`config.mk`:
```
export PLATFORM = sky130hd
export DESIGN_NAME = i2c_rx_ack_ctrl
export DESIGN_NICKNAME = d
export VERILOG_FILES = /design/src/rtl/i2c_ack_pkg.sv /design/src/rtl/i2c_ack_modreq.sv /design/src/rtl/i2c_ack_bytecnt.sv /design/src/rtl/i2c_ack_slot.sv /design/src/rtl/i2c_rx_ack_ctrl.sv
export SDC_FILE = /design/constraint.sdc
export NUM_CORES = 1
export LEC_CHECK = 0
export ABC_AREA = 1
export ABC_CLOCK_PERIOD_IN_PS = 4550
export BUFFER_PORTS_ARGS = -buffer_cell sky130_fd_sc_hd__buf_2
export CORE_UTILIZATION = 50
export DETAILED_ROUTE_END_ITERATION = 7
export HOLD_SLACK_MARGIN = 0.06
export PLACE_DENSITY_LB_ADDON = 0.1
export SLEW_MARGIN = 20
export SYNTH_ARGS = -nofsm -noshare
export SYNTH_HDL_FRONTEND = slang
export SYNTH_SLANG_ARGS = --single-unit
```
`constraint.sdc`:
```
create_clock -name clk -period 4.55 [get_ports clk]
set_input_delay 0.6825 -clock clk [delete_from_list [all_inputs] [get_ports clk]]
set_output_delay 0.6825 -clock clk [all_outputs]
set_load 0.02 [all_outputs]
```
`src/rtl/i2c_ack_pkg.sv`:
```
package i2c_ack_pkg;

   // Individual reasons for refusing a received byte
   typedef struct packed {
      logic hard_rst;
      logic modifier;
      logic slave_off;
      logic overrun;
      logic stop_end;
   } nack_why_t;

   function automatic logic any_nack(input nack_why_t why);
      return |why;
   endfunction

endpackage

```
`src/rtl/i2c_ack_modreq.sv`:
```
// One-shot refusal request: pending until the last-bit rising strobe,
// then armed for exactly one decision.
module i2c_ack_modreq (
   input  logic clk,
   input  logic rst_n,
   input  logic clr,
   input  logic req,
   input  logic capture,
   input  logic consume,
   output logic armed
);
   logic pend_q;
   logic armed_q;

   always_ff @(posedge clk or negedge rst_n) begin
      if (!rst_n) begin
         pend_q  <= 1'b0;
         armed_q <= 1'b0;
      end else if (clr) begin
         pend_q  <= 1'b0;
         armed_q <= 1'b0;
      end else begin
         // A request on the capture edge itself stays pending for the next byte
         pend_q <= (capture ? 1'b0 : pend_q) | req;
         if (capture)
            armed_q <= pend_q;
         else if (consume)
            armed_q <= 1'b0;
      end
   end

   assign armed = armed_q;
endmodule

```
`src/rtl/i2c_ack_bytecnt.sv`:
```
// Remaining-byte down-counter for counted master reception.
module i2c_ack_bytecnt #(
   parameter int CNT_W = 8
) (
   input  logic             clk,
   input  logic             rst_n,
   input  logic             clr,
   input  logic             load,
   input  logic [CNT_W-1:0] load_val,
   input  logic             dec,
   output logic             is_one
);
   localparam logic [CNT_W-1:0] ONE = CNT_W'(1);

   logic [CNT_W-1:0] cnt_q;

   generate
      if (CNT_W < 1) begin : g_bad_w
         $error("i2c_ack_bytecnt: CNT_W must be at least 1");
      end
   endgenerate

   always_ff @(posedge clk or negedge rst_n) begin
      if (!rst_n)
         cnt_q <= '0;
      else if (clr)
         cnt_q <= '0;
      else if (load)
         cnt_q <= load_val;
      else if (dec && (cnt_q != '0))
         cnt_q <= cnt_q - ONE;
   end

   assign is_one = (cnt_q == ONE);
endmodule

```
`src/rtl/i2c_ack_slot.sv`:
```
// Holds the acknowledge level across the acknowledge clock and schedules STOP.
module i2c_ack_slot (
   input  logic clk,
   input  logic rst_n,
   input  logic clr,
   input  logic open_slot,
   input  logic close_slot,
   input  logic nack,
   input  logic stop_at_end,
   input  logic idle_set,
   input  logic idle_clr,
   input  logic stop_req,
   output logic sda_lvl,
   output logic slot,
   output logic stop_gen
);
   logic lvl_q, slot_q, pend_q, idle_q, stop_q;
   logic fire_idle;

   assign fire_idle = idle_q && stop_req && !slot_q && !clr;

   always_ff @(posedge clk or negedge rst_n) begin
      if (!rst_n) begin
         lvl_q  <= 1'b1;
         slot_q <= 1'b0;
      end else if (open_slot) begin
         lvl_q  <= nack;
         slot_q <= 1'b1;
      end else if (close_slot) begin
         lvl_q  <= 1'b1;
         slot_q <= 1'b0;
      end
   end

   always_ff @(posedge clk or negedge rst_n) begin
      if (!rst_n) begin
         pend_q <= 1'b0;
         idle_q <= 1'b0;
         stop_q <= 1'b0;
      end else begin
         stop_q <= (close_slot && pend_q && !clr) || fire_idle;
         if (clr || close_slot)
            pend_q <= 1'b0;
         else if (open_slot)
            pend_q <= stop_at_end;
         if (clr || idle_clr || fire_idle)
            idle_q <= 1'b0;
         else if (open_slot)
            idle_q <= idle_set;
      end
   end

   assign sda_lvl  = lvl_q;
   assign slot     = slot_q;
   assign stop_gen = stop_q;
endmodule

```
`src/rtl/i2c_rx_ack_ctrl.sv`:
```
module i2c_rx_ack_ctrl #(
   parameter int DATA_BITS = 8,
   parameter int BIT_W     = 4,
   parameter int CNT_W     = 8
) (
   input  logic             clk,
   input  logic             rst_n,
   input  logic             role_master_i,
   input  logic             repeat_i,
   input  logic             stop_req_i,
   input  logic             xfer_en_i,
   input  logic             mod_rst_i,
   input  logic             rx_full_i,
   input  logic             nack_req_i,
   input  logic             scl_rise_i,
   input  logic             scl_fall_i,
   input  logic [BIT_W-1:0] bit_idx_i,
   input  logic             cnt_load_i,
   input  logic [CNT_W-1:0] cnt_val_i,
   output logic             sda_lvl_o,
   output logic             ack_slot_o,
   output logic             stop_gen_o
);
   import i2c_ack_pkg::*;

   localparam logic [BIT_W-1:0] LAST_IDX = BIT_W'(DATA_BITS - 1);
   localparam logic [BIT_W-1:0] ACK_IDX  = BIT_W'(DATA_BITS);

   generate
      if ((1 << BIT_W) <= DATA_BITS) begin : g_bad_bitw
         $error("i2c_rx_ack_ctrl: BIT_W too narrow for DATA_BITS");
      end
      if (DATA_BITS < 1) begin : g_bad_bits
         $error("i2c_rx_ack_ctrl: DATA_BITS must be positive");
      end
   endgenerate

   logic      capture, decide, close_slot;
   logic      armed, cnt_is_one, counted, slot;
   nack_why_t why;

   assign capture    = scl_rise_i && (bit_idx_i == LAST_IDX);
   assign decide     = scl_fall_i && (bit_idx_i == LAST_IDX);
   assign close_slot = scl_fall_i && (bit_idx_i == ACK_IDX) && slot;
   assign counted    = role_master_i && !repeat_i;

   always_comb begin
      why.hard_rst  = mod_rst_i;
      why.modifier  = armed;
      why.slave_off = !role_master_i && !xfer_en_i;
      why.overrun   = !role_master_i && rx_full_i;
      why.stop_end  = role_master_i && stop_req_i && (repeat_i || cnt_is_one);
   end

   i2c_ack_modreq u_modreq (
      .clk     (clk),
      .rst_n   (rst_n),
      .clr     (mod_rst_i),
      .req     (nack_req_i),
      .capture (capture),
      .consume (decide),
      .armed   (armed)
   );

   i2c_ack_bytecnt #(.CNT_W(CNT_W)) u_bytecnt (
      .clk      (clk),
      .rst_n    (rst_n),
      .clr      (mod_rst_i),
      .load     (cnt_load_i),
      .load_val (cnt_val_i),
      .dec      (decide && counted),
      .is_one   (cnt_is_one)
   );

   i2c_ack_slot u_slot (
      .clk         (clk),
      .rst_n       (rst_n),
      .clr         (mod_rst_i),
      .open_slot   (decide),
      .close_slot  (close_slot),
      .nack        (any_nack(why)),
      .stop_at_end (why.stop_end && !mod_rst_i),
      .idle_set    (counted && !stop_req_i && cnt_is_one && !mod_rst_i),
      .idle_clr    (cnt_load_i),
      .stop_req    (stop_req_i && counted),
      .sda_lvl     (sda_lvl_o),
      .slot        (slot),
      .stop_gen    (stop_gen_o)
   );

   assign ack_slot_o = slot;
endmodule

```
==> results of run 1 <==
==> placed cells by master, fill, tap and decap left out <==
cell type	Yosys	routed
dfrtp_1	14	14
nand3_2	1	1
o21ai_0	9	9
xor2_1	1	1
nand2_4	3	3
nor2_1	12	12
nor2_4	3	3
o21ai_2	5	5
dfstp_2	1	1
nand3_4	1	1
a21oi_1	5	5
nor3_1	1	1
clkbuf_4	0	3
nand4_1	2	2
inv_2	1	1
nand2_1	33	33
inv_1	19	19
nand3_1	18	18
nor2_2	1	1
o211ai_1	1	1
a21oi_4	1	1
buf_2	1	26
mux2i_1	1	1
o22ai_1	1	1
clkbuf_1	0	1
ha_1	2	2
or2_2	1	1
a22oi_1	1	1
==> worst max path at each step <==
stage / end / cells after the start
floorplan: u_bytecnt.cnt_q[3]$_DFFE_PN0P_ / 5
global placement: u_bytecnt.cnt_q[4]$_DFFE_PN0P_ / 5
detailed placement: u_bytecnt.cnt_q[4]$_DFFE_PN0P_ / 5
CTS: sda_lvl_o / 1
global route: u_bytecnt.cnt_q[3]$_DFFE_PN0P_ / 9
finish: sda_lvl_o / 1
==> synthesized netlist by cell type <==
master,n
dfstp_2,1
nand3_2,1
o211ai_1,1
a21oi_1,5
nor3_1,1
nor2_4,3
o21ai_2,5
xor2_1,1
nor2_1,12
nand3_4,1
a22oi_1,1
inv_2,1
nand2_1,33
nor2_2,1
o21ai_0,9
ha_1,2
nand4_1,2
nand2_4,3
mux2i_1,1
buf_2,1
a21oi_4,1
clkbuf_2,1
inv_1,19
nand3_1,18
or2_2,1
o22ai_1,1
dfrtp_1,14
==> through the flow <==
step,area [sq um],power (W),setup WS [ns],hold WS [ns]
finish,1221,0.0003387,2.893,0.2811
global route,1221,0.0003603,2.806,0.3028
CTS,1221,0.0003389,2.894,0.2966
detailed placement,1195,0.0002622,2.871,0.4989
global placement,1195,0.0002588,2.822,0.4900
floorplan,1041,0.0002290,3.074,0.3869
==> layer usage <==
layer	vias up	global-route usage [%]	part of all wire [%]
li1	510	-	-
met1	459	32.32	48
met2	26	36.71	48
met3	2	2.264	3.2
met4	0	8.889	0.71
met5	-	0	0
==> cell families (layout without fill, tap and decap cells) <==
family | Yosys count | after routing | share of synthesized area (%)
simple gates | 76 | 76 | 36.90
compound gates | 23 | 23 | 14.54
buf+inv | 22 | 50 | 8.172
flops | 15 | 15 | 36.18
fa+ha+maj | 2 | 2 | 2.403
xor+xnor | 1 | 1 | 0.8415
mux | 1 | 1 | 0.9616
==> power by group through the flow <==
stage,Clock [W],Combinational (W),Sequential [W]
floorplan,0,0.0000661,0.000163
global placement,0,0.0000990,0.000160
detailed placement,0,0.000102,0.000160
CTS,0.0000788,0.000103,0.000158
global route,0.0000848,0.000116,0.000160
finish,0.0000790,0.000102,0.000158
==> final cells by class <==
class,count,area (sq um)
fillers,215,740.7
multi-input cells,103,579.3
flip-flops and latches,15,376.6
repair buffers,26,130.1
inverters,20,75.07
well taps,27,33.78
clock buffers,4,26.28
==> state kept, by name, summed over array words and instances, names as in the netlist <==
register	cells
u_bytecnt.cnt_q	8
u_slot.idle_q	1
u_slot.slot	1
u_slot.stop_gen	1
u_slot.sda_lvl	1
u_modreq.armed	1
u_modreq.pend_q	1
u_slot.pend_q	1
==> reports/results.tsv, run 1 <==
stage	metric	value	unit
clock_tree	Max clock buf depth	2	
critical_path	CP Capture Type	output port	
power_and_ir_drop	internal power	0.0002188	W
floorplan	die height	47.63	um
critical_path	WP buf/inv	1	
critical_path	crit path launch type	register	
grt	grt total ovfl	0	
drt	Avg WL per Cell	11.62	um
grt	vias in the first global route	856	
floorplan	IO Pins	27	
clock_tree	worst-skew pair later-pin latency	0.28	ns
drt	drt initial violations	32	
finish	Area Overhead vs Synth	17.31	%
critical_path	slowest CP cell	dfstp_2	
finish	Final Util	62.24	%
floorplan	Initial Utilization	53.06	%
critical_path	crit path DAT	0.97	ns
sta	Hold Vio Cnt, Final	0	
critical_path	Critical Path Max Stage Delay	0.53	ns
drt	routed vias	997	
logic_synthesis	Yosys top cell area share	33.65	%
logic_synthesis	Mapped Cells	140	
logic_synthesis	Synth area leaders	dfrtp_1 34%, nand2_1 12%, nand3_1 8.7%, inv_1 6.9%, o21ai_0 4.3%	
drt	drt total wl	2266	um
sta	Slew Viols, Final	0	
clock_tree	post-CTS sizing	0	
grt	first-pass GRT wire length	3650	um
grt	Global Route Usage Sum	23.02	%
sta	setup TNS	0	ns
grt	largest net degree at the start of global routing	16	
sta	achievable frequency	603.6	MHz
power_and_ir_drop	Gate power share	30.1	%
finish	Antenna Cells	0	
worst_hold_path	Hold Crit Class	in -> async	
power_and_ir_drop	clock power share	23.3	%
logic_synthesis	Mapped Nets	166	
power_and_ir_drop	Sw Pwr	0.0001199	W
clock_tree	root buf cell	clkbuf_4	
drt	Vias/cell	5.113	
clock_tree	post-CTS setup buffer count	0	
place	DP Cell Count	191	
sta	Tcrit/Tclk final	36.41	%
drt	DRC viols	1	
critical_path	CP Max Fanout	2	
floorplan	core box area	1962	sq um
logic_synthesis	Syn Std Cell Area	1041	sq um
place	gp weighted congestion	0.8774	
sta	Worst Max-Slew Pin Slew	0.4444	ns
sta	clk_skew	0.004648	ns
floorplan	# rows	16	
critical_path	terminus of the critical flop-to-flop path	u_bytecnt.cnt_q[3]$_DFFE_PN0P_	
critical_path	R2R depth	9	
floorplan	die width	47.63	um
critical_path	family with the most delay on the worst path	flip-flops	
logic_synthesis	post-synthesis sequential area ratio	36.18	%
clock_tree	cts bufs inserted	3	
power_and_ir_drop	power density over the cells	277.4	nW/um^2
place	DP HPWL	1799	um
clock_tree	CTS clk-pin slew, worst paths	0.10	ns
sta	post-layout min period	1.657	ns
finish	share of layout cells above drive strength 1	27.98	%
job	Max-Cap Viols	0	
critical_path	CP startpoint	u_slot.sda_lvl$_DFFE_PN1P_	
sta	Slew headroom	70.34	%
run_status	status	complete, but fails checks	
critical_path	crit path cell chain	buf_2	
clock_tree	CTS tree	built	
critical_path	worst reg2reg startpoint	u_bytecnt.cnt_q[0]$_DFFE_PN0P_	
critical_path	Crit path required time	3.87	ns
logic_synthesis	distinct cell type count after synthesis	27	
power_and_ir_drop	Switching Share	35.39	%
logic_synthesis	flops & latches, synth	15	
grt	initial antenna violation count	0	
logic_synthesis	dominant cell type by area after synthesis	dfrtp_1	
sta	RSZ-0062 raised after global routing	no	
logic_synthesis	Post-Syn Area per Cell	7.436	sq um
run_status	failing checks	DRC	
finish	Final Non-Filler Cells	195	
drt	ANT nets after route	0	
floorplan	die area	2269	sq um
logic_synthesis	synth warn	0	
critical_path	Reg2Reg Setup Slack	2.93	ns
place	Port-buffer cells	26	
clock_tree	CTS H-tree depth	1	
power_and_ir_drop	part of the power in registers	46.6	%
power_and_ir_drop	Max VDD drop	215.0	uV
power_and_ir_drop	Lkg Pwr	0.6379	nW
clock_tree	hold_buf cts	0	
critical_path	Setup CP Type	reg -> out	
finish	nets	195	
clock_tree	clock sinks	15	
drt	Pre-antenna DRT Iters	6	
sta	final setup violation count	0	
No activity file was read; power rests on OpenSTA's default activity.
==> inputs of run 2 (changes only) <==
--- a/config.mk
+++ b/config.mk
@@ -5,10 +5,10 @@
 export SDC_FILE = /design/constraint.sdc
 export NUM_CORES = 1
 export LEC_CHECK = 0
-export ABC_AREA = 1
-export ABC_CLOCK_PERIOD_IN_PS = 4550
+export ABC_AREA = 0
+export ABC_CLOCK_PERIOD_IN_PS = 1600
 export BUFFER_PORTS_ARGS = -buffer_cell sky130_fd_sc_hd__buf_2
-export CORE_UTILIZATION = 50
+export CORE_UTILIZATION = 49
 export DETAILED_ROUTE_END_ITERATION = 7
 export HOLD_SLACK_MARGIN = 0.06
 export PLACE_DENSITY_LB_ADDON = 0.1
==> constraint.sdc (replaced) <==
create_clock -name clk -period 1.6 [get_ports clk]
set_input_delay 0.24 -clock clk [delete_from_list [all_inputs] [get_ports clk]]
set_output_delay 0.24 -clock clk [all_outputs]
set_load 0.02 [all_outputs]
==> run 2 against run 1 <==
Effect of this change: the run ends with setup timing left; clock power grew to 3.1 times the previous value; register-to-register slack worse by 3.1 ns; sequential share of layout area decreased by 3.2 points; cell count decreased by 9.2%.
==> reports/results.tsv, run 2 <==
stage	metric	value	unit
critical_path	Crit path required time	1.82	ns
logic_synthesis	Mapped Nets	123	
sta	setup TNS	-0.9787	ns
logic_synthesis	Yosys top cell area share	39.11	%
clock_tree	Max clock buf depth	2	
logic_synthesis	Post-synth EDFFs	0	
grt	largest net degree at the start of global routing	16	
logic_synthesis	flops & latches, synth	15	
critical_path	crit path DAT	2.03	ns
grt	initial antenna violation count	0	
grt	Global Route Usage Sum	29.69	%
worst_hold_path	Hold Crit Class	in -> reg	
finish	final-layout fill cell count	125	
finish	Area Overhead vs Synth	52.10	%
power_and_ir_drop	power density over the cells	696.1	nW/um^2
logic_synthesis	Synth area leaders	dfrtp_1 39%, nor2_1 5.4%, a311oi_1 4.9%, dfstp_2 2.9%, nand2_1 2.9%	
finish	fin area	1363	sq um
critical_path	CP Max Fanout	3	
finish	most common cell after layout, fill and taps aside	buf_2	
sta	Tcrit/Tclk final	112.9	%
sta	Slew Viols, Final	0	
drt	ANT nets after route	0	
run_status	status	complete, but fails checks	
clock_tree	cts bufs inserted	3	
sta	hold slack	0.1483	ns
floorplan	die width	44.76	um
power_and_ir_drop	Lkg Pwr	0.6298	nW
grt	grt total ovfl	0	
sta	Slew headroom	62.74	%
place	DP HPWL	1753	um
grt	vias in the first global route	1008	
logic_synthesis	synth warn	0	
logic_synthesis	distinct cell type count after synthesis	38	
sta	worst setup margin	-0.2056	ns
logic_synthesis	Post-Syn Area per Cell	9.236	sq um
finish	footprint of the multi-input gates	551.8	sq um
sta	Hold Vio Cnt, Final	0	
finish	Antenna Cells	0	
clock_tree	CTS H-tree depth	1	
floorplan	# rows	15	
logic_synthesis	Post-synth ARST share	100.0	%
floorplan	die area	2003	sq um
sta	RSZ-0062 raised after global routing	yes	
sta	achievable frequency	553.8	MHz
finish	number of flip-flops in the largest register	8	
clock_tree	CTS tree	built	
finish	largest reg by FF count	u_bytecnt.cnt_q	
drt	Vias/cell	5.712	
clock_tree	clock sinks	15	
grt	first-pass GRT wire length	4174	um
sta	post-layout min period	1.806	ns
sta	Worst Max-Slew Pin Slew	0.5546	ns
place	dpl ws	-0.1888	ns
logic_synthesis	post-synthesis sequential area ratio	42.04	%
job	Max-Cap Viols	0	
drt	drt initial violations	17	
logic_synthesis	Mapped Cells	97	
drt	DRC viols	0	
logic_synthesis	top_reg_cell synth	dfrtp_1	
critical_path	crit path launch type	register	
logic_synthesis	dominant cell type by area after synthesis	dfrtp_1	
floorplan	die height	44.76	um
place	Port-buffer cells	26	
drt	Pre-antenna DRT Iters	4	
critical_path	Setup CP Type	reg -> reg	
logic_synthesis	cell with the most instances after synthesis	dfrtp_1	
finish	FF/Latch Area	376.6	sq um
finish	most frequent cells in the layout	26 x buf_2, 24 x buf_4, 14 x dfrtp_1, 12 x nor2_1, 7 x nand2_1	
clock_tree	root buf cell	clkbuf_4	
clock_tree	worst-skew pair later-pin latency	0.31	ns
drt	Avg WL per Cell	14.27	um
clock_tree	CTS clk-pin slew, worst paths	0.10	ns
floorplan	IO Pins	27	
logic_synthesis	commonest cells in the synthesized netlist	14 x dfrtp_1, 13 x nor2_1, 7 x nand2_1	
floorplan	core box area	1727	sq um
floorplan	Initial Utilization	51.88	%
power_and_ir_drop	Max VDD drop	648.1	uV
run_status	failing checks	setup timing	
critical_path	CP Capture Type	register	
drt	drt total wl	2526	um
finish	nets	179	
finish	share of layout cells above drive strength 1	48.68	%
drt	routed vias	1011	
place	Placed Area	1200	sq um
place	gp weighted congestion	0.8676	
sta	final setup violation count	9	
sta	clk_skew	0.007993	ns
finish	Final Util	78.91	%
logic_synthesis	Syn Std Cell Area	895.9	sq um
==> run 2: cell type report <==
type	count	area share [%]
well taps	25	2.296
multi-input cells	73	40.50
repair buffers	54	25.99
clock buffers	4	1.928
inverters	6	1.653
flip-flops and latches	15	27.64
==> run 2: critical path: stages (launching register included) <==
cell      delay (ns)
dfrtp_1         0.40
or4_4           0.58
nand3b_4        0.18
or3_1           0.32
a311oi_2        0.24
==> run 2: final timing paths <==
path / end / slack, ns / start / depth (start not counted)
worst max-delay path: u_bytecnt.cnt_q[7]$_DFFE_PN0P_ / -0.21 / u_bytecnt.cnt_q[4]$_DFFE_PN0P_ / 4
worst min-delay path: u_modreq.pend_q$_DFF_PN0_ / 0.15 / nack_req_i / 3
worst max register to register: u_bytecnt.cnt_q[7]$_DFFE_PN0P_ / -0.21 / u_bytecnt.cnt_q[4]$_DFFE_PN0P_ / 4
worst min register to register: u_modreq.pend_q$_DFF_PN0_ / 0.52 / u_modreq.pend_q$_DFF_PN0_ / 2
max in group asynchronous: u_slot.sda_lvl$_DFFE_PN1P_ / 0.93 / rst_n / 2
min in group asynchronous: u_slot.stop_gen$_DFF_PN0_ / 0.36 / rst_n / 2
==> run 2: what timing repair did <==
| item | 4_1_cts | 5_1_grt |
|---|---|---|
| hold buffers | 1 | 0 |
| endpoints found under the setup margin | 8 | 11 |
| resized for setup | 10 | 8 |
| endpoints found under the hold margin | 14 | 0 |
| pin swaps | 9 | 6 |
| setup buffers | 5 | 2 |
==> run 2: kinds of logic after synthesis <==
group / share of synthesized area (%)
xor+xnor: 0.9778
buf+inv: 3.910
flops: 42.04
compound gates: 21.65
simple gates: 28.63
fa+ha+maj: 2.793
==> run 2: power breakdown <==
part	internal, W	switching (W)	total [W]
Clock	0.0000976	0.000148	0.000245
Sequential	0.000411	0.0000215	0.000433
Combinational	0.000136	0.000134	0.000270
==> run 2: through the flow <==
| stage | power [W] | cells |
|---|---|---|
| after floorplan | 0.0005500 | 97 |
| after global placement | 0.0006600 | 165 |
| final | 0.0009485 | 177 |
| after detailed placement | 0.0006692 | 165 |
| after CTS | 0.0009187 | 175 |
| after global routing | 0.0009826 | 177 |
==> run 2: layer usage <==
layer	GRT usage [%]	share of wire (%)
met1	35.73	43
met2	51.47	50
met3	5.600	3.8
met4	13.33	3.0
met5	0	0
